$ cat src/rtl/alu_pkg.sv
package alu_pkg;
  typedef enum logic [3:0] {
    OP_ADD  = 4'd0,
    OP_ADC  = 4'd1,
    OP_SUB  = 4'd2,
    OP_SBC  = 4'd3,
    OP_AND  = 4'd4,
    OP_BIC  = 4'd5,
    OP_ORR  = 4'd6,
    OP_ORN  = 4'd7,
    OP_EOR  = 4'd8,
    OP_EON  = 4'd9,
    OP_LSL  = 4'd10,
    OP_LSR  = 4'd11,
    OP_ASR  = 4'd12,
    OP_ROR  = 4'd13,
    OP_EXTR = 4'd14,
    OP_NONE = 4'd15
  } alu_op_e;

  typedef struct packed {
    logic n;
    logic z;
    logic c;
    logic v;
  } nzcv_t;
endpackage

$ cat src/rtl/alu_addsub.sv
module alu_addsub #(
  parameter int W = 64
) (
  input  logic [W-1:0] a,
  input  logic [W-1:0] b,
  input  logic         sub,
  input  logic         cin,
  input  logic         wide,
  output logic [W-1:0] sum,
  output logic         c_out,
  output logic         v_out
);
  localparam int H = W / 2;

  logic [W-1:0] bx;
  logic [W:0]   full_s;
  logic [H:0]   half_s;
  logic         sa, sb, sr;

  always_comb begin
    bx     = sub ? ~b : b;
    full_s = {1'b0, a} + {1'b0, bx} + {{W{1'b0}}, cin};
    half_s = {1'b0, a[H-1:0]} + {1'b0, bx[H-1:0]} + {{H{1'b0}}, cin};
    sum    = wide ? full_s[W-1:0] : {{H{1'b0}}, half_s[H-1:0]};
    c_out  = wide ? full_s[W] : half_s[H];
    sa     = wide ? a[W-1]      : a[H-1];
    sb     = wide ? bx[W-1]     : bx[H-1];
    sr     = wide ? full_s[W-1] : half_s[H-1];
    v_out  = (sa == sb) && (sr != sa);
  end
endmodule

$ cat src/rtl/alu_bitwise.sv
module alu_bitwise
  import alu_pkg::*;
#(
  parameter int W = 64
) (
  input  alu_op_e      op,
  input  logic [W-1:0] a,
  input  logic [W-1:0] b,
  output logic [W-1:0] y
);
  always_comb begin
    unique case (op)
      OP_AND:  y = a & b;
      OP_BIC:  y = a & ~b;
      OP_ORR:  y = a | b;
      OP_ORN:  y = a | ~b;
      OP_EOR:  y = a ^ b;
      OP_EON:  y = a ^ ~b;
      default: y = '0;
    endcase
  end
endmodule

$ cat src/rtl/alu_shift.sv
module alu_shift
  import alu_pkg::*;
#(
  parameter int W  = 64,
  parameter int SW = $clog2(W)
) (
  input  alu_op_e       op,
  input  logic          wide,
  input  logic [W-1:0]  a,
  input  logic [W-1:0]  b,
  input  logic [SW-1:0] ext_amt,
  output logic [W-1:0]  y
);
  localparam int H = W / 2;

  logic [SW-1:0] amt, es;
  logic [SW:0]   span;
  logic [W-1:0]  a_z, a_s, b_z;

  always_comb begin
    amt  = wide ? b[SW-1:0] : {1'b0, b[SW-2:0]};
    es   = wide ? ext_amt   : {1'b0, ext_amt[SW-2:0]};
    span = wide ? (SW+1)'(W) : (SW+1)'(H);
    a_z  = wide ? a : {{H{1'b0}}, a[H-1:0]};
    a_s  = wide ? a : {{H{a[H-1]}}, a[H-1:0]};
    b_z  = wide ? b : {{H{1'b0}}, b[H-1:0]};
    unique case (op)
      OP_LSL:  y = a_z << amt;
      OP_LSR:  y = a_z >> amt;
      OP_ASR:  y = W'($signed(a_s) >>> amt);
      OP_ROR:  y = (amt == '0) ? a_z
                 : ((a_z >> amt) | (a_z << (span - {1'b0, amt})));
      OP_EXTR: y = (es == '0) ? b_z
                 : ((b_z >> es) | (a_z << (span - {1'b0, es})));
      default: y = '0;
    endcase
  end
endmodule

$ cat src/rtl/int_alu_flags.sv
module int_alu_flags
  import alu_pkg::*;
#(
  parameter int DATA_W = 64,
  parameter int SH_W   = $clog2(DATA_W)
) (
  input  logic              clk,
  input  logic              rst_n,
  input  logic [3:0]        op_code,
  input  logic              wide,
  input  logic [DATA_W-1:0] opnd_a,
  input  logic [DATA_W-1:0] opnd_b,
  input  logic [SH_W-1:0]   ext_amt,
  input  logic              carry_in,
  input  logic              set_flags,
  output logic [DATA_W-1:0] result,
  output logic [3:0]        flags_q
);
  localparam int HALF_W = DATA_W / 2;

  alu_op_e           op;
  logic              is_arith, is_bit, is_sh;
  logic              add_sub, add_cin, add_c, add_v;
  logic [DATA_W-1:0] add_y, bit_y, sh_y, raw_y;
  nzcv_t             fl_new, fl_d, fl_q;

  assign op       = alu_op_e'(op_code);
  assign is_arith = (op_code <= 4'd3);
  assign is_bit   = (op_code >= 4'd4) && (op_code <= 4'd9);
  assign is_sh    = (op_code >= 4'd10) && (op_code <= 4'd14);

  always_comb begin
    add_sub = (op == OP_SUB) || (op == OP_SBC);
    unique case (op)
      OP_ADD:  add_cin = 1'b0;
      OP_SUB:  add_cin = 1'b1;
      default: add_cin = carry_in;
    endcase
  end

  alu_addsub #(.W(DATA_W)) u_add (
    .a(opnd_a), .b(opnd_b), .sub(add_sub), .cin(add_cin), .wide(wide),
    .sum(add_y), .c_out(add_c), .v_out(add_v)
  );

  alu_bitwise #(.W(DATA_W)) u_bit (
    .op(op), .a(opnd_a), .b(opnd_b), .y(bit_y)
  );

  alu_shift #(.W(DATA_W), .SW(SH_W)) u_sh (
    .op(op), .wide(wide), .a(opnd_a), .b(opnd_b), .ext_amt(ext_amt), .y(sh_y)
  );

  always_comb begin
    if (is_arith)    raw_y = add_y;
    else if (is_bit) raw_y = bit_y;
    else if (is_sh)  raw_y = sh_y;
    else             raw_y = '0;
    result = wide ? raw_y : {{HALF_W{1'b0}}, raw_y[HALF_W-1:0]};
  end

  // next-state of flag register
  always_comb begin
    fl_new.n = wide ? result[DATA_W-1] : result[HALF_W-1];
    fl_new.z = (result == '0);
    fl_new.c = is_arith & add_c;
    fl_new.v = is_arith & add_v;
    fl_d     = set_flags ? fl_new : fl_q;
  end

  always_ff @(posedge clk or negedge rst_n) begin
    if (!rst_n) fl_q <= '0;
    else        fl_q <= fl_d;
  end

  assign flags_q = fl_q;

  // flags hold when no load requested
  a_r11_hold: assert property (@(posedge clk) disable iff (!rst_n)
    !set_flags |=> flags_q == $past(flags_q));

  // non-arithmetic flag loads clear C and V
  a_r5_cv_clear: assert property (@(posedge clk) disable iff (!rst_n)
    (set_flags && !is_arith) |=> flags_q[1:0] == 2'b00);

  // narrow mode leaves upper half zero
  a_r10_upper_zero: assert property (@(posedge clk) disable iff (!rst_n)
    !wide |-> result[DATA_W-1:HALF_W] == '0);

  // Z flag tracks the result that was loaded
  a_r3_zero_flag: assert property (@(posedge clk) disable iff (!rst_n)
    set_flags |=> flags_q[2] == ($past(result) == '0));

  // N flag follows the sign bit of the active width
  a_r3_neg_flag: assert property (@(posedge clk) disable iff (!rst_n)
    set_flags |=> flags_q[3] == $past(wide ? result[DATA_W-1] : result[HALF_W-1]));

  // extract by zero returns the second operand
  a_r9_extr_zero: assert property (@(posedge clk) disable iff (!rst_n)
    (wide && op == OP_EXTR && ext_amt == '0) |-> result == opnd_b);
endmodule

$ cat config.mk
export PLATFORM = sky130hd
export DESIGN_NAME = int_alu_flags
export DESIGN_NICKNAME = d
export VERILOG_FILES = /design/src/rtl/alu_pkg.sv /design/src/rtl/alu_addsub.sv /design/src/rtl/alu_bitwise.sv /design/src/rtl/alu_shift.sv /design/src/rtl/int_alu_flags.sv
export SDC_FILE = /design/constraint.sdc
export NUM_CORES = 2
export LEC_CHECK = 0
export ABC_AREA = 1
export BUFFER_PORTS_ARGS = -buffer_cell sky130_fd_sc_hd__buf_2
export CAP_MARGIN = 20
export CELL_PAD_IN_SITES_DETAIL_PLACEMENT = 1
export CELL_PAD_IN_SITES_GLOBAL_PLACEMENT = 2
export CORE_MARGIN = 10
export CORE_UTILIZATION = 28
export CTS_CLUSTER_SIZE = 28
export DETAILED_ROUTE_END_ITERATION = 12
export GPL_TIMING_DRIVEN = 1
export HOLD_SLACK_MARGIN = 0.12
export MAX_ROUTING_LAYER = met4
export PLACE_DENSITY = 0.89
export REMOVE_ABC_BUFFERS = 1
export SLEW_MARGIN = 20
export SYNTH_ARGS = -nofsm -noshare
export SYNTH_HDL_FRONTEND = slang
export SYNTH_SLANG_ARGS = --single-unit
export TNS_END_PERCENT = 20
$ cat constraint.sdc
create_clock -name clk -period 3 [get_ports clk]
set_input_delay 0 -clock clk [delete_from_list [all_inputs] [get_ports clk]]
set_output_delay 0 -clock clk [all_outputs]
set_load 0.005 [all_outputs]
==> qor.yml, run 1 <==
timing:
  crit_endpoint: "flags_q[2]$_DFFE_PN0P_/D"
  worst_endpoint_kind: "register input"
grt:
  grt_usage_pct: 56.50
  grt_overflow: 38
  grt_max_degree: 68
placement:
  placed_cell_area_mm2: 0.04942
  hpwlAfterDp_um: 247600
  dpl_worst_slack_ns: -1.341
  io_buffers: 210
  gp_congestion: 1.342
synthesis:
  netlist_area_mm2: 0.03453
  ys_seq_elements: 4
  seq_area_frac_synth_pct: 0.2898
  avgSynthCellArea_um2: 4.662
  syn_inst: 7408
  synthDistinctLibCells: 54
  postSynth.asyncResetShare_pct: 100.0
  synth_edf_count: 0
  synthFlopType: "dfrtp_1"
  synth_warnings: 0
floorplan:
  die_y_um: 371.2
  die_w_um: 371.2
  io_pins: 211
  start_util_pct: 28.26
  num_rows: 128
outcome:
  haltStage: "global routing (5_1_grt)"
  status: "aborted with a tool error"
  tool.error: "[ERROR GRT-0232] Routing congestion too high. Check the congestion heatmap in the GUI."
cts:
  cts_inserted_buffers: 3
  clk_root_buffer_cell: "clkbuf_16"
  cts_sinks: 4
  cts.path.max_buffers: 2
  htree_levels: 1
-- logic make-up after synthesis --
group / Yosys count / share of synthesized area [%]
xor+xnor: 134 / 3.420
flops: 4 / 0.2899
simple gates: 5181 / 65.85
fa+ha+maj: 67 / 2.471
buf+inv: 1043 / 12.26
mux: 4 / 0.1159
compound gates: 975 / 15.59
-- what timing repair did --
action | 4_1_cts
endpoints found under the setup margin | 66
pin swaps | 42
hold buffers | 2
buffers inserted | 19
endpoints found under the hold margin | 6
gates resized for setup | 307
-- layer usage --
layer	overflow	global-route usage [%]
met5	-	-
met4	18	50.90
met3	0	48.63
met2	20	66.35
met1	0	55.45
-- synthesized netlist by cell type (16+ instances only) --
cell / count / area [um^2]
nand4_1: 80 / 500.5
xor2_1: 93 / 814.5
a211oi_1: 21 / 157.7
clkbuf_1: 204 / 765.7
nand3_1: 2211 / 11070
a21o_1: 17 / 127.6
inv_2: 26 / 97.59
nand2_1: 2291 / 8600
buf_4: 16 / 120.1
nand3b_1: 19 / 142.6
o211ai_1: 86 / 645.6
a21oi_1: 421 / 2107
buf_2: 164 / 820.8
o21ai_1: 22 / 110.1
ha_1: 65 / 813.3
nor2_1: 479 / 1798
buf_1: 130 / 488.0
o21ai_0: 342 / 1712
xnor2_1: 40 / 350.3
inv_1: 489 / 1836
or2_2: 48 / 300.3
-- per-stage QoR --
step / std cells / TNS (ns) / hold WS, ns
floorplan: 6887 / -296.44 / -0.2956
global placement: 10413 / -24.54 / -0.1853
detailed placement: 10413 / -35.58 / -0.1847
CTS: 10437 / -10.94 / 0.1365
==> run 2: changes to the inputs <==
Settings changed: CELL_PAD_IN_SITES_DETAIL_PLACEMENT 1 to unset, CELL_PAD_IN_SITES_GLOBAL_PLACEMENT 2 to unset, CORE_UTILIZATION 28 to 25, CTS_CLUSTER_SIZE 28 to unset, HOLD_SLACK_MARGIN 0.12 to unset, MAX_ROUTING_LAYER met4 to unset, PLACE_DENSITY 0.89 to unset, PLACE_DENSITY_LB_ADDON set to 0.15.
Clock period 3 ns to 3.9 ns, I/O delays scaled along.
==> qor.yml, run 2 <==
grt:
  grt_pass1_vias: 55395
  grt_usage_pct: 41.51
  grt_pass1_wl_um: 450200
  grt_overflow: 0
  grt_max_degree: 90
  antenna_found_initial: 25
synthesis:
  synth_common_cells: "2291 x nand2_1, 2211 x nand3_1, 489 x inv_1"
  synth_mux_area_share_pct: 0.1159
  synth_xor_area_share_pct: 3.420
  seq_area_frac_synth_pct: 0.2898
  synth_top_area_share_pct: 32.04
  ys_seq_elements: 4
  synth_warnings: 0
  synth_adder_area_share_pct: 2.471
  avgSynthCellArea_um2: 4.662
  syn_inst: 7408
  yosys.cell_count.top_type: "nand2_1"
  synth_simple_gate_area_share_pct: 65.85
  postSynth.asyncResetShare_pct: 100.0
  netlist_area_mm2: 0.03453
  synth_largest_area_cell: "nand3_1"
  synthDistinctLibCells: 54
  synth-compound-area-share_pct: 15.59
  synth_top_family_by_area: "simple AND/OR/NAND/NOR gates"
  synth_area_leaders: "nand3_1 32%, nand2_1 25%, a21oi_1 6.1%, inv_1 5.3%, nor2_1 5.2%"
  synth_edf_count: 0
  synthFlopType: "dfrtp_1"
finish:
  layout_common_cells: "2280 x nand2_1, 2208 x nand3_1, 1306 x buf_4"
  largest_reg_flops: 4
  final_common_cell: "nand2_1"
  fin_nets: 8753
  post-route-util_pct: 35.27
  syn2layout_area_growth_pct: 40.23
  drive_gt1_share_pct: 20.95
route:
  num_vias: 60273
  avgRoutedWirePerCell_um: 32.51
  drc: 0
  drt_iter0_markers: 8562
  routed_wl_um: 336500
  final_antenna_net_count: 0
  detail_route.vias_per_cell: 5.823
  drt_pass1_iterations: 8
cts:
  cts.path.max_buffers: 2
  clk_latency_ns: 0.23
  htree_levels: 1
  cts_sinks: 4
  cts_tree: "done"
  clk_pin_slew_ns: 0.03
  cts_inserted_buffers: 3
  clk_root_buffer_cell: "clkbuf_16"
timing:
  setup_slack_ns: -0.02370
  max_clock_freq_mhz: 254.9
  setup_viol: 1
  fin_crit_sh_pct: 100.6
  slew_viol_final: 0
  tns_ns: -0.02370
  max_slew_margin_pct: 36.07
  skew_ns: 0
  fin_crit_ns: 3.924
  hold_viol_final: 0
  rsz0062_at_grt: "yes"
  worst_slew_pin_slew_ns: 0.9589
floorplan:
  num_rows: 136
  die_y_um: 391.7
  start_util_pct: 25.15
  die_w_um: 391.7
  core_area_mm2: 0.1373
  die_area_mm2: 0.1534
  io_pins: 211
setup_path:
  critPathLaunch: "wide"
  r2r-end: "flags_q[3]"
  r2r_slack_ns: 3.05
  reg2reg_depth: 2
  crit_fanout: 16
  crit_type: "in -> reg"
  crit_path_end: "flags_q[2]"
  start_kind: "input pin"
  crit_path_end_kind: "flop"
  required_ns: 4.07
  worstReg2RegStart: "flags_q[3]"
  worstPathArrival_ns: 4.09
run:
  cap_violations: 0
pwr:
  p_int_mw: 3.675
  pwr_density_cell_mw_per_mm2: 213.3
  combPwrFrac_pct: 97.8
  swShare_pct: 64.41
  p_clk_share_pct: 1.7
  power_leakage_nw: 25.25
  p_seq_share_pct: 0.5
  peakVddDrop_mv: 0.1367
  switchingPower_mw: 6.652
placement:
  io_buffers: 210
  hpwlAfterDp_um: 282400
  gp_congestion: 1.137
outcome:
  failed_checks: "negative setup slack"
  status: "finished with violations"
worst_hold_path:
  hold_path_class: "in -> reg"
==> run 2: cell counts after synthesis <==
Identical to the previous run, type by type.
==> run 2: how the worst min path moves through the flow <==
stage,start,end,cells after the start
4_1_cts,set_flags,flags_q[3],3
3_3_place_gp,rst_n,flags_q[1],1
5_1_grt,set_flags,flags_q[3],3
3_5_place_dp,rst_n,flags_q[1],1
6_report,set_flags,flags_q[3],3
2_1_floorplan,rst_n,flags_q[0],0
==> run 2: critical path, stage by stage <==
cell and delay (ns):
buf_4 0.14, buf_12 0.15, buf_12 0.16, nand2_1 0.32
buf_12 0.18, buf_12 0.10, nand2_1 0.06, buf_4 0.14
nand3_1 0.15, nand3_1 0.21, nand3_1 0.20, nand2_1 0.13
nand3_1 0.24, nand3_1 0.32, nand2_1 0.19, nand2_1 0.11
nor2_1 0.10, buf_4 0.14, nand2_1 0.06, nand2_1 0.18
nand2_1 0.08, inv_1 0.07, nand2_1 0.05, nor2_1 0.11
nand3_2 0.17, nor2_1 0.15, nand2_1 0.08, nand2_1 0.06
==> run 2: cell type report <==
class | instances | area, um^2
well taps | 1794 | 2245
multi-input cells | 6361 | 30340
inverters | 522 | 1974
repair buffers | 1651 | 13660
diodes | 15 | 37.54
clock buffers | 3 | 75.07
fillers | 16211 | 88900
flip-flops and latches | 4 | 100.1
==> run 2: metrics by stage <==
| step | cells | hold slack, ns | power [mW] | cell area (um^2) | worst slack (ns) |
|---|---|---|---|---|---|
| after global placement | 10328 | -0.1632 | 9.807 | 48190 | -0.5852 |
| after floorplan | 6887 | -0.2956 | 4.069 | 32260 | -4.364 |
| after detailed placement | 10328 | -0.1590 | 9.768 | 48190 | -0.5821 |
| after global routing | 10335 | 0.1469 | 10.74 | 48390 | -0.07257 |
| final | 10350 | 0.1300 | 10.33 | 48430 | -0.02370 |
| after CTS | 10333 | 0.1229 | 9.985 | 48320 | 0.02967 |
==> run 2: power by group through the flow <==
stage / Sequential (mW) / Clock (mW) / Combinational (mW)
2_1_floorplan: 0.0478 / 0 / 4.02
5_1_grt: 0.0522 / 0.171 / 10.5
6_report: 0.0525 / 0.171 / 10.1
3_5_place_dp: 0.0523 / 0 / 9.72
4_1_cts: 0.0518 / 0.171 / 9.76
3_3_place_gp: 0.0522 / 0 / 9.76
==> run 2: metal layers <==
metal	routed length [um]	GRT usage [%]	vias to the layer above
li1	-	-	27289
met1	128000	50.49	28303
met2	143200	64.46	3861
met3	31260	6.933	810
met4	33950	33.12	10
met5	58	0	-
==> run 2: repair_timing <==
| action | CTS | global route |
|---|---|---|
| setup buffers | 1 | 2 |
| gates resized for setup | 8 | 19 |
| setup endpoints to repair | 3 | 11 |
| endpoints found under the hold margin | 4 | 0 |
| hold buffers | 1 | 0 |
| pin swaps | 2 | 2 |
==> run 2: kinds of logic (layout without fill, tap and decap cells) <==
logic type | Yosys count | count (layout)
flops | 4 | 4
mux | 4 | 4
xor+xnor | 134 | 134
fa+ha+maj | 67 | 67
buf+inv | 1043 | 2176
compound gates | 975 | 975
other cells | 0 | 15
simple gates | 5181 | 5181
Power figures use the tool's default switching activity.
